### src/rtl/tblrd_pkg.sv
package tblrd_pkg;
  localparam int PTR_W  = 8;
  localparam int ADDR_W = 12;
  localparam int WORD_W = 16;
  localparam int IDX_W  = 5;

  typedef enum logic [1:0] {
    SEL_LO   = 2'b00,
    SEL_HI   = 2'b01,
    SEL_TBLH = 2'b10,
    SEL_NONE = 2'b11
  } reg_sel_e;

  typedef enum logic [1:0] {
    ST_IDLE  = 2'b00,
    ST_FETCH = 2'b01,
    ST_WRITE = 2'b10
  } tr_state_e;
endpackage

### src/rtl/tblrd_ptr.sv
module tblrd_ptr #(
  parameter int PTR_W = 8
) (
  input  logic             clk,
  input  logic             rst_n,
  input  logic             wr_lo,
  input  logic             wr_hi,
  input  logic [PTR_W-1:0] wdata,
  input  logic             dec,
  output logic [PTR_W-1:0] lo_q,
  output logic [PTR_W-1:0] hi_q
);
  localparam logic [PTR_W-1:0] ONE = PTR_W'(1);

  // Low pointer: a software write wins over a decrement on the same edge.
  always_ff @(posedge clk or negedge rst_n) begin
    if (!rst_n)     lo_q <= '0;
    else if (wr_lo) lo_q <= wdata;
    else if (dec)   lo_q <= lo_q - ONE;
  end

  always_ff @(posedge clk or negedge rst_n) begin
    if (!rst_n)     hi_q <= '0;
    else if (wr_hi) hi_q <= wdata;
  end

  p_dec_wrap_r7: assert property (@(posedge clk) disable iff (!rst_n)
    (dec && !wr_lo && lo_q == '0) |=> (lo_q == '1));
  p_dec_keeps_hi_r7: assert property (@(posedge clk) disable iff (!rst_n)
    (dec && !wr_hi) |=> $stable(hi_q));
  p_write_beats_dec_r10: assert property (@(posedge clk) disable iff (!rst_n)
    (wr_lo && dec) |=> (lo_q == $past(wdata)));
endmodule

### src/rtl/tblrd_addr.sv
module tblrd_addr #(
  parameter int PTR_W  = 8,
  parameter int ADDR_W = 12
) (
  input  logic                    use_last,
  input  logic [ADDR_W-PTR_W-1:0] page,
  input  logic [PTR_W-1:0]        offset,
  output logic [ADDR_W-1:0]       addr
);
  localparam int PAGE_W = ADDR_W - PTR_W;
  localparam logic [PAGE_W-1:0] LAST_PAGE = '1;

  generate
    if (PAGE_W > 0) begin : g_paged
      always_comb addr = {(use_last ? LAST_PAGE : page), offset};
    end else begin : g_flat
      always_comb addr = offset[ADDR_W-1:0];
    end
  endgenerate
endmodule

### src/rtl/tblrd_ctrl.sv
module tblrd_ctrl
  import tblrd_pkg::*;
#(
  parameter int WORD_W = 16,
  parameter int IDX_W  = 5
) (
  input  logic                clk,
  input  logic                rst_n,
  input  logic                start_any,
  input  logic [IDX_W-1:0]    idx_in,
  input  logic [WORD_W-1:0]   word,
  input  logic                sw_tblh_we,
  input  logic [WORD_W/2-1:0] sw_tblh_data,
  output logic                accept,
  output logic                busy,
  output logic                dst_we,
  output logic [IDX_W-1:0]    dst_idx,
  output logic [WORD_W/2-1:0] dst_data,
  output logic [WORD_W/2-1:0] tblh
);
  localparam int HALF = WORD_W / 2;

  tr_state_e state_q, state_d;

  always_comb begin
    accept  = start_any && (state_q == ST_IDLE);
    state_d = state_q;
    unique case (state_q)
      ST_IDLE:  if (accept) state_d = ST_FETCH;
      ST_FETCH: state_d = ST_WRITE;
      ST_WRITE: state_d = ST_IDLE;
      default:  state_d = ST_IDLE;
    endcase
  end

  always_ff @(posedge clk or negedge rst_n) begin
    if (!rst_n) state_q <= ST_IDLE;
    else        state_q <= state_d;
  end

  assign busy   = (state_q != ST_IDLE);
  assign dst_we = (state_q == ST_WRITE);

  always_ff @(posedge clk or negedge rst_n) begin
    if (!rst_n)      dst_idx <= '0;
    else if (accept) dst_idx <= idx_in;
  end

  always_ff @(posedge clk or negedge rst_n) begin
    if (!rst_n)                    dst_data <= '0;
    else if (state_q == ST_FETCH)  dst_data <= word[HALF-1:0];
  end

  // Holding register: the table-read load wins over a software write.
  always_ff @(posedge clk or negedge rst_n) begin
    if (!rst_n)                    tblh <= '0;
    else if (state_q == ST_FETCH)  tblh <= word[WORD_W-1:HALF];
    else if (sw_tblh_we)           tblh <= sw_tblh_data;
  end

  p_busy_two_cycles_r5: assert property (@(posedge clk) disable iff (!rst_n)
    accept |=> busy ##1 busy ##1 !busy);
  p_we_second_cycle_r4: assert property (@(posedge clk) disable iff (!rst_n)
    accept |=> !dst_we ##1 dst_we ##1 !dst_we);
  p_result_pair_r4: assert property (@(posedge clk) disable iff (!rst_n)
    dst_we |-> (dst_data == $past(word[HALF-1:0]) && tblh == $past(word[WORD_W-1:HALF])));
  p_idx_kept_r12: assert property (@(posedge clk) disable iff (!rst_n)
    accept |=> ##1 (dst_idx == $past(idx_in, 2)));
endmodule

### src/rtl/tblrd_unit.sv
module tblrd_unit
  import tblrd_pkg::*;
#(
  parameter int P_PTR_W  = PTR_W,
  parameter int P_ADDR_W = ADDR_W,
  parameter int P_WORD_W = WORD_W,
  parameter int P_IDX_W  = IDX_W
) (
  input  logic                  clk,
  input  logic                  rst_n,
  input  logic                  reg_we,
  input  logic [1:0]            reg_sel,
  input  logic [P_PTR_W-1:0]    reg_wdata,
  input  logic                  ptr_dec,
  input  logic                  start_norm,
  input  logic                  start_last,
  input  logic [P_IDX_W-1:0]    dst_idx_in,
  input  logic                  int_en_in,
  input  logic                  int_lock,
  output logic                  rom_en,
  output logic [P_ADDR_W-1:0]   rom_addr,
  input  logic [P_WORD_W-1:0]   rom_data,
  output logic                  dst_we,
  output logic [P_IDX_W-1:0]    dst_idx,
  output logic [P_WORD_W/2-1:0] dst_data,
  output logic [P_WORD_W/2-1:0] tblh,
  output logic [P_PTR_W-1:0]    ptr_lo,
  output logic [P_PTR_W-1:0]    ptr_hi,
  output logic                  busy,
  output logic                  int_en_out
);
  localparam int PAGE_W = P_ADDR_W - P_PTR_W;

  logic wr_lo, wr_hi, wr_tblh, accept;

  assign wr_lo   = reg_we && (reg_sel == SEL_LO);
  assign wr_hi   = reg_we && (reg_sel == SEL_HI);
  assign wr_tblh = reg_we && (reg_sel == SEL_TBLH);

  tblrd_ptr #(.PTR_W(P_PTR_W)) u_ptr (
    .clk   (clk),
    .rst_n (rst_n),
    .wr_lo (wr_lo),
    .wr_hi (wr_hi),
    .wdata (reg_wdata),
    .dec   (ptr_dec),
    .lo_q  (ptr_lo),
    .hi_q  (ptr_hi)
  );

  tblrd_addr #(.PTR_W(P_PTR_W), .ADDR_W(P_ADDR_W)) u_addr (
    .use_last (start_last),
    .page     (ptr_hi[PAGE_W-1:0]),
    .offset   (ptr_lo),
    .addr     (rom_addr)
  );

  tblrd_ctrl #(.WORD_W(P_WORD_W), .IDX_W(P_IDX_W)) u_ctrl (
    .clk          (clk),
    .rst_n        (rst_n),
    .start_any    (start_norm || start_last),
    .idx_in       (dst_idx_in),
    .word         (rom_data),
    .sw_tblh_we   (wr_tblh),
    .sw_tblh_data (reg_wdata),
    .accept       (accept),
    .busy         (busy),
    .dst_we       (dst_we),
    .dst_idx      (dst_idx),
    .dst_data     (dst_data),
    .tblh         (tblh)
  );

  assign rom_en     = accept;
  assign int_en_out = int_en_in && !(int_lock && (busy || accept));

  p_no_start_when_busy_r5: assert property (@(posedge clk) disable iff (!rst_n)
    busy |-> !rom_en);
  p_last_page_r3: assert property (@(posedge clk) disable iff (!rst_n)
    (start_last && !busy) |-> (rom_en && rom_addr[P_ADDR_W-1:P_PTR_W] == '1));
  p_lock_holds_r9: assert property (@(posedge clk) disable iff (!rst_n)
    (int_lock && busy) |-> !int_en_out);
  p_norm_offset_r2: assert property (@(posedge clk) disable iff (!rst_n)
    rom_en |-> (rom_addr[P_PTR_W-1:0] == ptr_lo));
endmodule

### config.mk
export PLATFORM = sky130hd
export DESIGN_NAME = tblrd_unit
export DESIGN_NICKNAME = d
export VERILOG_FILES = /design/src/rtl/tblrd_pkg.sv /design/src/rtl/tblrd_ptr.sv /design/src/rtl/tblrd_addr.sv /design/src/rtl/tblrd_ctrl.sv /design/src/rtl/tblrd_unit.sv
export SDC_FILE = /design/constraint.sdc
export NUM_CORES = 1
export LEC_CHECK = 0
export ABC_AREA = 1
export ABC_CLOCK_PERIOD_IN_PS = 1450
export BUFFER_PORTS_ARGS = -buffer_cell sky130_fd_sc_hd__buf_2
export CAP_MARGIN = 20
export CORE_MARGIN = 5
export CORE_UTILIZATION = 46
export DETAILED_ROUTE_END_ITERATION = 10
export PLACE_DENSITY = 0.76
export SYNTH_ARGS = -nofsm -noshare
export SYNTH_HDL_FRONTEND = slang
export SYNTH_SLANG_ARGS = --single-unit
export TNS_END_PERCENT = 30
### constraint.sdc
create_clock -name clk -period 1.45 [get_ports clk]
set_input_delay 0 -clock clk [delete_from_list [all_inputs] [get_ports clk]]
set_output_delay 0 -clock clk [all_outputs]
set_load 0.02 [all_outputs]
==> metrics.csv, run 1 <==
metric;value;unit
outcome;completed;
worst min-delay path class;in -> reg;
Clock Latency Late Sink;0.28;ns
Max clock buf depth;2;
1st-pass router iterations;4;
Via density;4.75;
drt wl/cell;13.2;um
DP HPWL;3790;um
initial drt markers;142;
Top delay family on crit path;flip-flops;
Final Critical Period;1.41;ns
initial antenna violation count;0;
aggregate routed wire length;5440;um
CTS clk-pin slew, worst paths;0.08;ns
Antenna Cells;0;
GRT Residual Overflow;0;
I/O pin count;92;
Total GRT Usage;0.202;
crit path capture type;output port;
post-synth top area cell;dfrtp_1;
synthesized cell area;1910;sq um
crit path DAT;1.41;ns
dpl cells;371;
Crit Path Class;reg -> out;
first-pass GRT wire length;8540;um
die area;5550;sq um
die width;74.5;um
syn_nets;280;
Min Hold Slack;0.0176;ns
Yosys cell types;21;
nets@finish;400;
vias in the first global route;1869;
Die H;74.5;um
Area Growth Syn to Fin;44.0;%
largest net degree at the start of global routing;40;
Fillers;348;
Max Slew Vio Count;0;
CTS H-Tree Depth;2;
crit-path max cell delay;0.45;ns
Crit Path Max Fanout;6;
Setup Viol. Count Final;0;
cell area after layout;2760;sq um
RSZ-0062 raised after global routing;yes;
Yosys reg bits;39;
Root Buffer;clkbuf_8;
vias;1954;
core area;4030;sq um
Worst IR Drop VDD;0.951;mV
Slew HR;0.673;
synth top area cells;dfrtp_1 (51%), nand2_1 (20%), nand3_1 (5.0%);
Power, Total;5.29;mW
synth warn;0;
Buffers on Ports;91;
CP cell instances;nor2_4 > nand3b_1 > nand2_2 > inv_2 > buf_2;
final RePlAce weighted congestion;0.984;
Max-Cap Viols;0;
sequential share of the synthesized area;0.510;
share of layout cells above drive strength 1;0.346;
crit start category;flip-flop;
pwr/cell area;1920;nW/um^2
WP data required;1.45;ns
placed inst area;2340;sq um
worst path bufs/invs;2;
CTS tree;done;
Initial Util;0.475;
DRC;0;
crit share post-route;0.970;
Crit-path slowest cell;dfrtp_2;
Worst-Margin Slew;0.490;ns
Setup WS pre-CTS;0.0577;ns
Cell Count, Final, Fillers Out;411;
final hold vios;0;
clock sink count;39;
Syn Area/Cell;7.98;sq um
fmax;711;MHz
Num CTS Buffers;5;
setup ws final;0.0436;ns
post-synth top area share;0.510;
row cnt;23;
cell count after synthesis;240;
Leakage;1.53;nW
post-route antenna net violation count;0;
skew final;0.00717;ns
sequential cells by signal, indices dropped and copies added, names as in the netlist:
register / flops
u_ptr.lo_q: 8
u_ctrl.dst_idx: 5
u_ctrl.dst_data: 8
u_ctrl.tblh: 8
u_ptr.hi_q: 8
u_ctrl.state_q: 2
cell usage after synthesis:
cell	count
nand2_1	103
dfrtp_1	39
nand3_1	19
inv_1	15
nor2_1	14
a31oi_1	8
buf_4	8
inv_2	5
nor2_2	5
o21ai_0	4
or2_2	4
nand2_2	3
o211ai_1	3
buf_8	2
nand2_4	2
a21boi_0	1
buf_2	1
clkbuf_4	1
ha_1	1
inv_6	1
nand3b_1	1
report_power, final:
part | internal, mW | switching, mW | total (mW)
Clock | 0.336 | 0.370 | 0.706
Combinational | 0.940 | 1.80 | 2.74
Sequential | 1.53 | 0.313 | 1.84
Total | 2.80 | 2.49 | 5.29
layout make-up:
class | count | area [sq um] | area share
clock buffers | 6 | 72.6 | 0.0263
inverters | 21 | 83.8 | 0.0304
repair buffers | 125 | 783 | 0.284
well taps | 50 | 62.6 | 0.0227
flip-flops and latches | 39 | 977 | 0.355
clock inverters | 2 | 12.5 | 0.00454
multi-input cells | 168 | 764 | 0.277
cell usage in the layout, fill, tap and decap left out:
master and n:
dfrtp_1 38, o21ai_0 4, nand3_1 19, a21boi_1 1
clkinvlp_4 1, nor2_2 4, nand2_1 103, ha_1 1
a31oi_1 8, inv_2 5, nand3b_1 1, clkinv_2 1
inv_6 1, nand2_4 2, buf_2 91, dlygate4sd3_1 29
o211ai_1 3, buf_4 5, or2_2 4, clkbuf_8 5
dfrtp_2 1, nor2_4 2, inv_1 15, nor2_1 13
clkbuf_1 1, nand2_2 3
layer usage:
metal / global-route usage / up-vias / share of wire
met2: 0.351 / 70 / 0.51
li1: - / 980 / -
met3: 0.0365 / 12 / 0.070
met5: 0 / - / 0
met1: 0.256 / 892 / 0.40
met4: 0.0652 / 0 / 0.017
final timing paths:
| path | from | end | slack (ns) | cells past startpoint |
|---|---|---|---|---|
| min in group asynchronous | rst_n | u_ctrl.tblh[1] | 0.29 | 3 |
| max in group asynchronous | rst_n | u_ctrl.state_q[0] | 0.79 | 3 |
| max reg2reg | u_ptr.lo_q[1] | u_ptr.lo_q[6] | 0.13 | 7 |
| max | u_ctrl.state_q[0] | rom_en | 0.04 | 5 |
| min reg2reg | u_ptr.hi_q[5] | u_ptr.hi_q[5] | 0.47 | 2 |
| min | reg_wdata[7] | u_ptr.hi_q[7] | 0.02 | 3 |
what timing repair did:
action | CTS | global route
resized for setup | 1 | 4
buffers inserted | 0 | 3
hold buffers | 29 | 0
setup endpoints to repair | 2 | 4
cloned | 0 | 0
pin swaps | 0 | 1
hold endpoints to repair | 68 | 0
tightest hold or removal path, stage by stage:
cell     delay (ns)
buf_2          0.12
nand3_1        0.09
nand2_1        0.06
cells by family (layout without fill, tap and decap cells):
kind of cell    Yosys count  after routing  synth area share
simple gates            151            151             0.334
fa+ha+maj                 1              1           0.00653
buf+inv                  33            154            0.0974
flops                    39             39             0.510
compound gates           16             16            0.0523
through the flow:
step	utilization	TNS, ns
detailed placement	0.582	0
CTS	0.675	-0.0141
global route	0.684	-0.0178
global placement	0.582	0
floorplan	-	0
finish	0.684	0
No activity file was read; power rests on OpenSTA's default activity.
==> run 2: changes to the inputs <==
--- a/config.mk
+++ b/config.mk
@@ -5,14 +5,14 @@
 export SDC_FILE = /design/constraint.sdc
 export NUM_CORES = 1
 export LEC_CHECK = 0
-export ABC_AREA = 1
 export ABC_CLOCK_PERIOD_IN_PS = 1450
 export BUFFER_PORTS_ARGS = -buffer_cell sky130_fd_sc_hd__buf_2
 export CAP_MARGIN = 20
 export CORE_MARGIN = 5
-export CORE_UTILIZATION = 46
+export CORE_UTILIZATION = 45
 export DETAILED_ROUTE_END_ITERATION = 10
-export PLACE_DENSITY = 0.76
+export HOLD_SLACK_MARGIN = 0.06
+export PLACE_DENSITY = 0.75
 export SYNTH_ARGS = -nofsm -noshare
 export SYNTH_HDL_FRONTEND = slang
 export SYNTH_SLANG_ARGS = --single-unit
==> run 2 against run 1 <==
Net effect:
- the flow now finishes with violations (negative setup slack)
- sequential cell count did not move
- highest routed layer unchanged
- critical path depth rose by 1
- utilization rose by 3.3 points
==> metrics.csv, run 2 <==
metric;value;unit;change
pwr/cell area;2070;nW/um^2;+7.6%
setup ws final;-0.191;ns;-0.234 ns
post-synth top area share;0.542;;+0.0319
RSZ-0062 raised after global routing;yes;;
crit share post-route;1.13;;+0.162
aggregate routed wire length;4910;um;-9.7%
top-count cell post-synth;dfrtp_1;;
Via density;4.92;;+3.4%
die area;5370;sq um;-3.3%
outcome;finished, violations left;;
worst path bufs/invs;3;;+1
Yosys reg bits;39;;unchanged
fraction of power consumed by the clock network;0.158;;+0.025
final setup TNS;-1.25;ns;-1.25 ns
Crit Path Class;reg -> out;;
crit start category;flip-flop;;
initial antenna violation count;0;;unchanged
clock sink count;39;;unchanged
synth top area cells;dfrtp_1 (54%), mux2_2 (23%), buf_4 (3.3%);;
vias in the first global route;1666;;-11%
Leakage;1.35;nW;-12%
cell count after synthesis;143;;-40%
Total GRT Usage;0.190;;-0.0123
Setup Viol. Count Final;19;;+19
synthesized cell area;1800;sq um;-5.9%
final RePlAce weighted congestion;0.757;;-23%
Syn Area/Cell;12.6;sq um;+58%
row cnt;23;;unchanged
Power, Total;5.84;mW;+10%
Worst-Margin Slew;0.568;ns;+0.0774 ns
nets@finish;311;;-22%
Crit Path Max Fanout;2;;-4
Async S/R FF share, synth;1.00;;unchanged
I/O pin count;92;;unchanged
initial drt markers;57;;-60%
Die H;73.3;um;-1.7%
share of layout cells above drive strength 1;0.614;;+0.268
Post-synth top flop;dfrtp_1;;
skew final;0.00431;ns;-0.00287 ns
Max-Cap Viols;0;;unchanged
most frequent cells after synthesis;dfrtp_1 (39), mux2_2 (37), buf_4 (8);;
part of the power in registers;0.310;;-0.038
Clock Latency Late Sink;0.29;ns;about the same
final hold vios;0;;unchanged
switch share;0.384;;-0.0856
core area;3940;sq um;-2.1%
sequential share of the synthesized area;0.542;;+0.0319
Max clock buf depth;2;;unchanged
Num CTS Buffers;5;;unchanged
Slew HR;0.621;;-0.0524
CTS tree;done;;
largest net degree at the start of global routing;33;;-18%
CP cell instances;buf_6 > or2_4 > buf_6 > o31ai_2 > and2_1 > buf_6;;
failing checks;negative setup slack;;
worst min-delay path class;in -> reg;;
die width;73.3;um;-1.7%
P_sw;2.25;mW;-9.7%
Final Critical Period;1.64;ns;+0.234 ns
Area Growth Syn to Fin;56.9;%;
most used cell along the critical path;buf_6;;
crit path DAT;1.64;ns;+0.23 ns
drt wl/cell;15.3;um;+15%
DRC;0;;unchanged
first-pass GRT wire length;7860;um;-7.9%
Post-synth EDFFs;0;;unchanged
post-route antenna net violation count;0;;unchanged
post-synth top area cell;dfrtp_1;;
CTS H-Tree Depth;2;;unchanged
crit path capture type;output port;;
vias;1583;;-19%
Max Slew Vio Count;0;;unchanged
Initial Util;0.457;;-0.0182
fmax;609;MHz;-14%
Top delay family on crit path;simple AND/OR/NAND/NOR gates;;
Crit-path slowest cell;dfrtp_1;;
1st-pass router iterations;6;;+2
commonest non-fill, non-tap cell in the layout;buf_2;;
Root Buffer;clkbuf_8;;
cell-internal power;3.60;mW;+28%
Antenna Cells;0;;unchanged
WP data required;1.45;ns;about the same
syn_nets;183;;-35%
DP HPWL;3370;um;-11%
Worst IR Drop VDD;1.33;mV;+40%
Buffers on Ports;91;;unchanged
CTS clk-pin slew, worst paths;0.07;ns;about the same
crit-path max cell delay;0.39;ns;-0.06 ns
Yosys cell types;25;;+19%
most frequent cells in the layout;buf_2 (88), dfrtp_1 (37), mux2_2 (34);;
synth warn;0;;unchanged
Fillers;284;;-18%
Comb pwr share;0.532;;+0.013
GRT Residual Overflow;0;;unchanged
-- run 2: path summary, 6_finish.rpt --
path                                    startpoint                 end  slack [ns]  cells past startpoint
worst max-delay path             u_ctrl.state_q[1]          int_en_out       -0.19                      6
max in group asynchronous                    rst_n       u_ptr.lo_q[1]        0.91                      3
worst max register to register       u_ptr.lo_q[1]       u_ptr.lo_q[7]       -0.13                      3
min in group asynchronous                    rst_n   u_ctrl.dst_idx[2]        0.11                      2
worst min-delay path                  rom_data[11]      u_ctrl.tblh[3]        0.07                      3
worst min register to register  u_ctrl.dst_data[6]  u_ctrl.dst_data[6]        0.51                      1
-- run 2: cell families (layout without fill, tap and decap cells) --
family | Yosys count | in the layout | share of synthesized area
buf+inv | 16 | 145 | 0.0521
flops | 39 | 39 | 0.542
simple gates | 33 | 33 | 0.107
fa+ha+maj | 1 | 1 | 0.00694
mux | 37 | 37 | 0.231
xor+xnor | 2 | 2 | 0.00972
compound gates | 15 | 15 | 0.0514
-- run 2: routing by layer --
metal | GRT usage | part of all wire | vias to the layer above
li1 | - | - | 758
met4 | 0.0656 | 0.014 | 0
met1 | 0.235 | 0.39 | 777
met2 | 0.329 | 0.55 | 40
met5 | 0 | 0 | -
met3 | 0.0383 | 0.047 | 8
-- run 2: worst min-delay path: cells and delay by family --
kind | cells | cell delay (ns)
muxes | 2 | 0.25
buffers and inverters | 1 | 0.07
-- run 2: cell type report --
cell class	count	area [sq um]	share of cell area
inverter	3	11.3	0.00398
clock buffer	6	82.6	0.0292
sequential	39	978	0.346
timing repair buffer	134	887	0.314
clock inverter	2	35.0	0.0124
tap	50	62.6	0.0221
multi-input combinational	88	769	0.272
-- run 2: stage by stage --
stage	cell area, sq um	hold WS (ns)	worst slack [ns]	cells	utilization
after floorplan	1830	-0.296	-0.189	143	-
after global routing	2830	0.0804	-0.252	322	0.717
after global placement	2380	-0.140	-0.118	286	0.603
final	2830	0.0686	-0.191	322	0.717
after detailed placement	2380	-0.137	-0.156	286	0.603
after CTS	2810	0.0612	-0.192	322	0.712
-- run 2: power groups by stage --
stage | Sequential [mW] | Clock (mW) | Combinational, mW
floorplan | 2.41 | 0 | 1.32
global placement | 1.79 | 0 | 2.83
detailed placement | 1.81 | 0 | 2.86
CTS | 1.80 | 0.952 | 3.06
global route | 1.88 | 1.01 | 3.33
finish | 1.81 | 0.923 | 3.11
-- run 2: what timing repair did --
item	CTS	global route
buffers inserted	3	0
resized for setup	11	5
setup endpoints to repair	14	20
hold buffers	25	0
pin swaps	9	3
hold endpoints to repair	70	0
